==> config.mk <==
export PLATFORM = sky130hd
export DESIGN_NAME = cmd_regbuf
export DESIGN_NICKNAME = d
export VERILOG_FILES = /design/src/rtl/regbuf_pkg.sv /design/src/rtl/regbuf_gate.sv /design/src/rtl/regbuf_lane.sv /design/src/rtl/regbuf_map.sv /design/src/rtl/cmd_regbuf.sv
export SDC_FILE = /design/constraint.sdc
export NUM_CORES = 1
export LEC_CHECK = 0
export BUFFER_PORTS_ARGS = -buffer_cell sky130_fd_sc_hd__buf_2
export CAP_MARGIN = 40
export CORE_MARGIN = 2
export CORE_UTILIZATION = 40
export DETAILED_ROUTE_END_ITERATION = 10
export PLACE_DENSITY = 0.79
export SKIP_CTS_REPAIR_TIMING = 1
export SYNTH_ARGS = -nofsm -noshare
export SYNTH_HDL_FRONTEND = slang
export SYNTH_HIERARCHICAL = 1
export SYNTH_SLANG_ARGS = --single-unit
==> constraint.sdc <==
create_clock -name clk -period 1 [get_ports clk]
set_clock_uncertainty 0.1 [all_clocks]
set_input_delay 0.2 -clock clk [delete_from_list [all_inputs] [get_ports clk]]
set_output_delay 0.2 -clock clk [all_outputs]
set_load 0.005 [all_outputs]
==> src/rtl/regbuf_pkg.sv <==
package regbuf_pkg;
   typedef enum logic {
      MAP_MIRROR  = 1'b0,
      MAP_REVERSE = 1'b1
   } map_mode_e;

   localparam int WORD_W = 28;
endpackage

==> src/rtl/regbuf_gate.sv <==
module regbuf_gate #(
   parameter int SEL_W = 2
) (
   input  logic             gate_en,
   input  logic [SEL_W-1:0] sel_in,
   output logic             data_load
);
   generate
      if (SEL_W < 1) begin : g_bad_sel
         $error("regbuf_gate: SEL_W must be at least 1");
      end
   endgenerate

   logic all_idle;

   always_comb begin
      all_idle  = &sel_in;
      data_load = !(gate_en && all_idle);
   end
endmodule

==> src/rtl/regbuf_lane.sv <==
module regbuf_lane #(
   parameter int W = 8
) (
   input  logic         clk,
   input  logic         rst_n,
   input  logic         load,
   input  logic [W-1:0] d,
   output logic [W-1:0] q
);
   generate
      if (W < 1) begin : g_bad_w
         $error("regbuf_lane: W must be at least 1");
      end
   endgenerate

   always_ff @(posedge clk or negedge rst_n) begin
      if (!rst_n) begin
         q <= '0;
      end else if (load) begin
         q <= d;
      end
   end

   assert_lane_reset_R1: assert property (@(posedge clk) !rst_n |-> (q == '0))
      else $error("lane register not cleared during reset");
endmodule

==> src/rtl/regbuf_map.sv <==
module regbuf_map
   import regbuf_pkg::*;
#(
   parameter int W = 8
) (
   input  map_mode_e    mode,
   input  logic [W-1:0] src,
   output logic [W-1:0] copy_a,
   output logic [W-1:0] copy_b
);
   generate
      if (W < 1) begin : g_bad_w
         $error("regbuf_map: W must be at least 1");
      end
      for (genvar i = 0; i < W; i++) begin : g_bit
         localparam int MIRROR_IDX = W - 1 - i;
         always_comb begin
            copy_a[i] = src[i];
            copy_b[i] = (mode == MAP_REVERSE) ? src[MIRROR_IDX] : src[i];
         end
      end
   endgenerate
endmodule

==> src/rtl/cmd_regbuf.sv <==
module cmd_regbuf
   import regbuf_pkg::*;
#(
   parameter int DATA_W = 22,
   parameter int SEL_W  = 2,
   parameter int CTL_W  = 4
) (
   input  logic              clk,
   input  logic              rst_n,
   input  logic              cfg_mode,
   input  logic              gate_en,
   input  logic [SEL_W-1:0]  sel_in,
   input  logic [CTL_W-1:0]  ctl_in,
   input  logic [DATA_W-1:0] d_in,
   output logic [DATA_W-1:0] q_a,
   output logic [DATA_W-1:0] q_b,
   output logic [SEL_W-1:0]  sel_a,
   output logic [SEL_W-1:0]  sel_b,
   output logic [CTL_W-1:0]  ctl_a,
   output logic [CTL_W-1:0]  ctl_b
);
   localparam int SIDE_W = SEL_W + CTL_W;
   localparam int TOT_W  = DATA_W + SIDE_W;

   generate
      if (TOT_W != WORD_W) begin : g_bad_total
         $error("cmd_regbuf: field widths must add up to the word width");
      end
      if (DATA_W < 2) begin : g_bad_data
         $error("cmd_regbuf: DATA_W must be at least 2");
      end
   endgenerate

   logic              data_load;
   logic [DATA_W-1:0] data_q;
   logic [SIDE_W-1:0] side_q;
   map_mode_e         mode;

   assign mode = map_mode_e'(cfg_mode);

   regbuf_gate #(.SEL_W(SEL_W)) u_gate (
      .gate_en   (gate_en),
      .sel_in    (sel_in),
      .data_load (data_load)
   );

   regbuf_lane #(.W(DATA_W)) u_data (
      .clk   (clk),
      .rst_n (rst_n),
      .load  (data_load),
      .d     (d_in),
      .q     (data_q)
   );

   regbuf_lane #(.W(SIDE_W)) u_side (
      .clk   (clk),
      .rst_n (rst_n),
      .load  (1'b1),
      .d     ({ctl_in, sel_in}),
      .q     (side_q)
   );

   regbuf_map #(.W(DATA_W)) u_map (
      .mode   (mode),
      .src    (data_q),
      .copy_a (q_a),
      .copy_b (q_b)
   );

   always_comb begin
      sel_a = side_q[SEL_W-1:0];
      sel_b = side_q[SEL_W-1:0];
      ctl_a = side_q[SIDE_W-1:SEL_W];
      ctl_b = side_q[SIDE_W-1:SEL_W];
   end

   assert_reset_clear_R1: assert property (@(posedge clk)
      !rst_n |-> (q_a == '0 && q_b == '0 && sel_a == '0 && ctl_a == '0))
      else $error("outputs not cleared in reset");

   assert_capture_R2: assert property (@(posedge clk) disable iff (!rst_n)
      !(gate_en && (&sel_in)) |=> (q_a == $past(d_in)))
      else $error("data copy A did not capture input");

   assert_mirror_R3: assert property (@(posedge clk) disable iff (!rst_n)
      !cfg_mode |-> (q_b == q_a))
      else $error("copy B differs from copy A in mirror mode");

   assert_reverse_ends_R4: assert property (@(posedge clk) disable iff (!rst_n)
      cfg_mode |-> (q_b[0] == q_a[DATA_W-1] && q_b[DATA_W-1] == q_a[0]))
      else $error("copy B end bits not reversed");

   assert_hold_R5: assert property (@(posedge clk) disable iff (!rst_n)
      (gate_en && (&sel_in)) |=> ($stable(q_a) && $stable(q_b)))
      else $error("data changed while held");

   assert_side_R7: assert property (@(posedge clk) disable iff (!rst_n)
      1'b1 |=> (sel_b == $past(sel_in) && ctl_b == $past(ctl_in)))
      else $error("side fields not registered");
endmodule

# == After elaboration in Yosys (flattened, before gate mapping) ==
# Cells that the tools add are included.
# totals
register_bits,28
inputBits,32
output_inout_bits,56
wordCells,26
# op_classes
muxes,22
n_reduce_logical,2
# ops
cell,count
2-to-1 mux 1 bit,22
AND reduction 2 bit,1
logical AND 1 bit,1

# == Logic depth before layout (Yosys ltp) ==
# Gate-level depths: netlist of the first run.
# logic_depth
word_depth,2
depth_mapped,3

# == Cells and area by module ==
# The synthesis of the first run kept the hierarchy.
# modules_own_cells
mod,instances,cells_per_inst,area_each_um2,seq_area_each_um2
regbuf_lane (u_data),1,46,820.8,550.5
regbuf_map,1,46,435.4,0.0
regbuf_lane (u_side),1,13,251.5,150.1
cmd_regbuf,1,7,48.8,0.0
regbuf_gate,1,1,5.0,0.0

# == Worst setup path before layout of the first run ==
# No wires, ideal clock.
# synth_timing
path_kind,input-to-reg
start,in sel_in[0]
end,reg u_data.q[0]
setup_time_ps,125
t_arrival_ps,842
slack_ps,-67
path_stages,3
path_cell_list,nand3_1 buf_6 mux2_2
# synth_via
elab_chain_cells,2
# synth_rtl
element,line,text
"start, declared",cmd_regbuf.sv:12,"input logic [SEL_W-1:0] sel_in,"
AND reduction 2 bit,regbuf_gate.sv:17,all_idle = &sel_in;
logical AND 1 bit,regbuf_gate.sv:18,data_load = !(gate_en && all_idle);
"end signal, assigned",regbuf_lane.sv:18,q <= '0;
"end signal, assigned",regbuf_lane.sv:20,q <= d;
"end, declared",regbuf_lane.sv:8,output logic [W-1:0] q
# Every way passes these cells.
# A chain may end at the register's enable or synchronous reset.

# == Worst setup path in the final report of the first run ==
# layout_timing
start,reg u_data.q[20]
end,out q_b[20]
# layout_via
elab_chain_cells,1
# layout_rtl
element,line,text
2-to-1 mux 1 bit,regbuf_map.sv:19,copy_b[i] = (mode == MAP_REVERSE) ? src[MIRROR_IDX] : src[i];
"end, declared",cmd_regbuf.sv:16,"output logic [DATA_W-1:0] q_b,"
# Every way passes these cells.

==> run_results.csv, run 1 <==
group,metric,value,unit
worst_setup_path,required,0.70,ns
worst_setup_path,cp.arrival,1.09,ns
placement,place_ws,-0.2419,ns
cells_and_area,num_antenna_cells,0,
global_routing,grt_util_all_layers,12.85,%
worst_setup_path,cp_num_buf_inv,1,
die,initial_utilization,42.02,%
placement,dp_hpwl,2351,microns
clock_tree,cts_tree,"yes",
worst_setup_path,crit_path_end_kind,"output pin",
sta,max_freq,718.7,MHz
global_routing,grt_max_degree,19,
worst_setup_path,path_class,"reg -> out",
pwr,p_per_area,1224,nW/um^2
outcome,violations,"setup timing",
drt,viasPerCell,4.600,
cells_and_area,layout_common_cells,"buf_2 (61), buf_6 (34), dfrtp_1 (28)",
drt,wl_met1,1330,microns
drt,drtAntennaViolNets,0,
yosys,synth_cell_types,7,
drt,dr_wl_met3,198,microns
worst_setup_path,r2r_slack,-0.01,ns
yosys,synth_seq_area_share,44.87,%
clock_tree,cts.htree.levels,1,
worst_setup_path,cp-start-kind,"register",
yosys,syn-cell-area,1561,sq um
drt,finalWirelength,3387,microns
clock_tree,path_clk_slew,0.09,ns
drt,dr_total_vias,1104,
sta,period_needed,1.391,ns
worst_setup_path,path_delay_family,"flip-flops",
die,die_h,66.48,microns
drt,top_layer,"met4",
sta,setup_viol,61,
global_routing,grt_overflow,0,
drt,wl_met2,1824,microns
clock_tree,cts_buffers,3,
hold_path,hold_start,"d_in[9]",
worst_setup_path,cp_max_fo,3,
placement,io_buffers,87,
worst_setup_path,cpPeakStageDelay,0.42,ns
die,row_count,22,
hold_path,hold_path_end,"u_data/q[9]$_DFFE_PN0P_",
die,dieWidth,66.48,microns
global_routing,grt_pass1_vias,933,
pwr,ir_drop,494.0,uV
job,cap_violations,0,
worst_setup_path,critPathSlowestCell,"dfrtp_1",
global_routing,grt_pass1_wl,4374,microns
sta,drv_slew,0,
die,core,3716,sq um
drt,first_pass_iters,2,
pwr,total_power,2.845,mW
worst_setup_path,rr_startpoint,"u_data/q[20]$_DFFE_PN0P_",
sta,layout_setup_ws,-0.3915,ns
worst_setup_path,ff2ff_path_depth,2,
cells_and_area,drive_gt1_share,84.38,%
sta,period_share,139.1,%
sta,hold_viol,0,
yosys,syn_inst,113,
hold_path,holdPathStages,2,
drt,wire_per_inst,14.11,microns
clock_tree,cts.path.max_buffers,2,
placement,gp_congestion,0.6988,
clock_tree,cts_sinks,28,
worst_setup_path,worst_r2r_endpoint,"u_data/q[20]$_DFFE_PN0P_",
yosys,ys_seq_elements,28,
global_routing,grt_antenna_before_repair,0,
yosys,yosysWarningCount,6,
drt,drc,0,
drt,drtIter0Drc,26,
clock_tree,clock_latency,0.27,ns
outcome,outcome,"finished, violations left",
cells_and_area,syn_to_final_growth,48.88,%
yosys,synth_fp_nets,145,
sta,rsz0062_at_grt,"true",
yosys,syn_area_per_cell,13.82,sq um
cells_and_area,nets,225,
hold_path,hp-class,"in -> reg",
pwr,p_leak,1.200,nW
die,fp.dieArea,4420,sq um
worst_setup_path,cp_cell_sequence,"mux2_4, buf_6",
clock_tree,clockRootBuffer,"clkbuf_8",
cells_and_area,final_common_cell,"buf_2",
die,io_pins,88,
## power breakdown
part | leakage [nW] | switching (mW) | internal (mW)
logic | 0.845 | 0.270 | 0.593
registers | 0.327 | 0.0811 | 1.22
clock network | 0.0288 | 0.329 | 0.352
## layout make-up
type	count	area, sq um
Clock buffer	4	55.05
Fill cell	310	1391
Multi-Input combinational cell	52	670.6
Sequential cell	28	700.7
Tap cell	48	60.06
Timing Repair Buffer	108	838.3
## worst max path at each step
| stage | from | to | slack, ns | depth (start not counted) |
|---|---|---|---|---|
| 2_1_floorplan | sel_in[0] | u_data/q[0]$_DFFE_PN0P_ | 0.01 | 3 |
| 3_3_place_gp | cfg_mode | q_b[14] | -0.23 | 4 |
| 3_5_place_dp | cfg_mode | q_b[17] | -0.24 | 4 |
| 4_1_cts | u_data/q[4]$_DFFE_PN0P_ | q_b[17] | -0.39 | 2 |
| 5_1_grt | u_data/q[20]$_DFFE_PN0P_ | q_b[20] | -0.43 | 2 |
| 6_report | u_data/q[20]$_DFFE_PN0P_ | q_b[20] | -0.39 | 2 |
## through the flow
| stage | setup TNS [ns] | utilization (%) | hold WS, ns | cell area (sq um) | cells |
|---|---|---|---|---|---|
| after floorplan | 0 | - | -0.1956 | 1567 | 113 |
| after global placement | -7.848 | 52.29 | -0.003718 | 1943 | 228 |
| after detailed placement | -8.178 | 52.29 | 0.001817 | 1943 | 228 |
| after CTS | -13.23 | 53.77 | -0.2952 | 1998 | 232 |
| after global routing | -15.44 | 62.56 | 0.04983 | 2325 | 240 |
| final | -12.88 | 62.56 | 0.05617 | 2325 | 240 |
## flip-flops by register name, summed over array words and instances, names as in the netlist
register,count
u_side/q,6
u_data/q,22
## metal layers
layer / vias to the layer above / GRT usage [%]
li1: 519 / -
met1: 537 / 15.50
met2: 46 / 23.13
met3: 2 / 1.351
met4: 0 / 5.357
met5: - / 0
## cells in the mapped netlist, drive strengths merged
library cell | count | area share, %
mux2 | 50 | 38
nand3 | 1 | 0.32
dfrtp | 28 | 45
buf | 33 | 17
conb | 1 | 0.24
## cell families (layout without fill, tap and decap cells)
family | Yosys count | after routing | synth area share, %
muxes | 50 | 50 | 37.50
and+or+nand+nor | 1 | 1 | 0.3202
other | 1 | 1 | 0.2402
DFF | 28 | 28 | 44.87
buffers and inverters | 33 | 112 | 17.07
Note: power is estimated with default switching activity, not from simulation.
==> run 2, diff against run 1 <==
- PLACE_DENSITY: 0.79 -> 0.81
- SYNTH_HIERARCHICAL: 1 -> not set
==> run_results.csv, run 2 <==
group,metric,value,unit
outcome,outcome,"finished, violations left",
outcome,violations,"setup timing",
yosys,synth_top_area_share,51.38,%
drt,wire_per_inst,17.26,microns
worst_setup_path,r2r_slack,-0.14,ns
worst_setup_path,path_delay_family,"flip-flops",
hold_path,hp-class,"in -> reg",
yosys,syn-cell-area,1364,sq um
worst_setup_path,path_class,"reg -> out",
global_routing,met2_usage,31.39,%
placement,gp_congestion,0.7087,
clock_tree,cts.htree.levels,1,
job,cap_violations,0,
die,io_pins,88,
yosys,synth_seq_area_share,51.38,%
worst_setup_path,crit_path_end_kind,"output pin",
sta,drv_slew,0,
cells_and_area,final_common_cell,"buf_6",
yosys,synth_cell_types,6,
worst_setup_path,cpPeakStageDelay,0.45,ns
sta,rsz0062_at_grt,"true",
sta,setup_viol,74,
die,dieWidth,62.39,microns
die,row_count,21,
yosys,synthFlopType,"dfrtp_1",
die,initial_utilization,41.19,%
yosys,ys_seq_elements,28,
worst_setup_path,cp_cell_sequence,"mux2_2, buf_2",
drt,drtAntennaViolNets,0,
yosys,synth_edf_count,0,
cells_and_area,nets,238,
worst_setup_path,worst-path-stages,2,
yosys,synth_fp_nets,115,
cells_and_area,layout_common_cells,"buf_6 (56), buf_2 (55), mux2_4 (35)",
global_routing,grt_pass1_wl,5119,microns
worst_setup_path,rr_startpoint,"u_data.q[8]$_DFFE_PN0N_",
clock_tree,cts_tree,"yes",
clock_tree,cts_buffers,3,
clock_tree,clockRootBuffer,"clkbuf_4",
sta,worstMarginPinSlew,0.3316,ns
drt,first_pass_iters,4,
die,fp.dieArea,3893,sq um
yosys,yosys-top-cells-count,"dfrtp_1 (28), mux2_2 (24), mux2_4 (20)",
clock_tree,cts.path.max_buffers,2,
sta,period_share,148.2,%
yosys,yosysWarningCount,0,
drt,drtIter0Drc,65,
cells_and_area,num_antenna_cells,0,
worst_setup_path,crit_start,"u_data.q[7]$_DFFE_PN0N_",
worst_setup_path,cp_num_buf_inv,1,
yosys,synthTopCellsByArea,"dfrtp_1 (51%), mux2_4 (22%), mux2_2 (20%)",
yosys,async_flop_share,100.0,%
drt,dr_total_vias,1201,
pwr,ir_drop,516.4,uV
global_routing,grt_pass1_vias,1074,
global_routing,grt_max_degree,23,
sta,max_freq,674.6,MHz
worst_setup_path,setup.worst_path.end,"q_b[14]",
global_routing,grt_antenna_before_repair,0,
cells_and_area,design_area,2524,sq um
pwr,p_per_area,1072,nW/um^2
global_routing,met3_usage,3.423,%
hold_path,holdPathStages,2,
sta,period_needed,1.482,ns
clock_tree,clock_latency,0.30,ns
global_routing,grt_overflow,0,
cells_and_area,syn_to_final_growth,85.05,%
cells_and_area,largest-register,"u_data.q",
die,die_h,62.39,microns
worst_setup_path,required,0.70,ns
die,core,3311,sq um
yosys,yosys.area.top_type,"dfrtp_1",
cells_and_area,drive_gt1_share,81.86,%
cells_and_area,largest_reg_flops,22,
global_routing,grtUsageMet1,18.87,%
global_routing,grt_util_all_layers,16.65,%
placement,placed_area,1974,sq um
pwr,total_power,2.706,mW
drt,finalWirelength,4315,microns
pwr,p_leak,1.339,nW
yosys,syn_area_per_cell,16.43,sq um
cells_and_area,finish.utilization,76.23,%
sta,finalSetupTns,-18.82,ns
placement,io_buffers,87,
yosys,syn_inst,83,
sta,hold_viol,0,
global_routing,busiest_layer,"met2",
worst_setup_path,critPathSlowestCell,"dfrtp_1",
drt,viasPerCell,4.804,
drt,drc,0,
worst_setup_path,cp-start-kind,"register",
cells_and_area,nFillCells,211,
worst_setup_path,worst_r2r_endpoint,"u_data.q[8]$_DFFE_PN0N_",
worst_setup_path,cp_max_fo,3,
cells_and_area,reg.largest.list,"u_data.q: 22 flops, u_side.q: 6 flops",
yosys,synth_most_common_cell,"dfrtp_1",
sta,layout_setup_ws,-0.4824,ns
worst_setup_path,cp.arrival,1.18,ns
clock_tree,cts_sinks,28,
sta,relSlewSlack,77.90,%
worst_setup_path,ff2ff_path_depth,3,
placement,dp_hpwl,2462,microns
clock_tree,path_clk_slew,0.14,ns
run 2: power by group:
group / total [mW] / switching [mW] / internal (mW)
registers: 1.29 / 0.0781 / 1.21
logic: 0.981 / 0.309 / 0.672
clock network: 0.438 / 0.297 / 0.141
total: 2.71 / 0.684 / 2.02
run 2: cells by family after synthesis:
kind of cell	after synthesis	synth area share (%)
buffers and inverters	10	6.055
DFF	28	51.38
muxes	44	41.84
and+or+nand+nor	1	0.7340
run 2: worst min path at each step:
stage	to	startpoint	slack, ns
final	u_data.q[7]$_DFFE_PN0N_	d_in[7]	0.009
after detailed placement	u_data.q[7]$_DFFE_PN0N_	rst_n	0.01
after floorplan	u_data.q[0]$_DFFE_PN0N_	rst_n	-0.20
after global routing	u_data.q[19]$_DFFE_PN0N_	d_in[19]	-0.008
after global placement	u_data.q[7]$_DFFE_PN0N_	rst_n	0.01
after CTS	u_data.q[7]$_DFFE_PN0N_	rst_n	-0.34
run 2: final cells by class:
class | instances | area (sq um) | area share [%]
multi-input cells | 45 | 636.9 | 25.24
clock buffers | 3 | 22.52 | 0.8924
well taps | 46 | 57.56 | 2.281
flip-flops and latches | 28 | 700.7 | 27.76
repair buffers | 128 | 1106 | 43.83
run 2: per-layer routing:
metal	up-vias	share of wire, %
met5	-	0
met3	4	7.5
met4	0	1.2
met1	593	36
met2	74	55
li1	530	-
run 2: metrics by stage:
step	hold slack, ns	setup WS, ns	std cells
floorplan	-0.1956	0.009424	83
finish	0.008971	-0.4824	250
global route	-0.008208	-0.5171	250
detailed placement	0.01104	-0.2528	226
CTS	-0.3428	-0.4564	229
global placement	0.009883	-0.2279	226
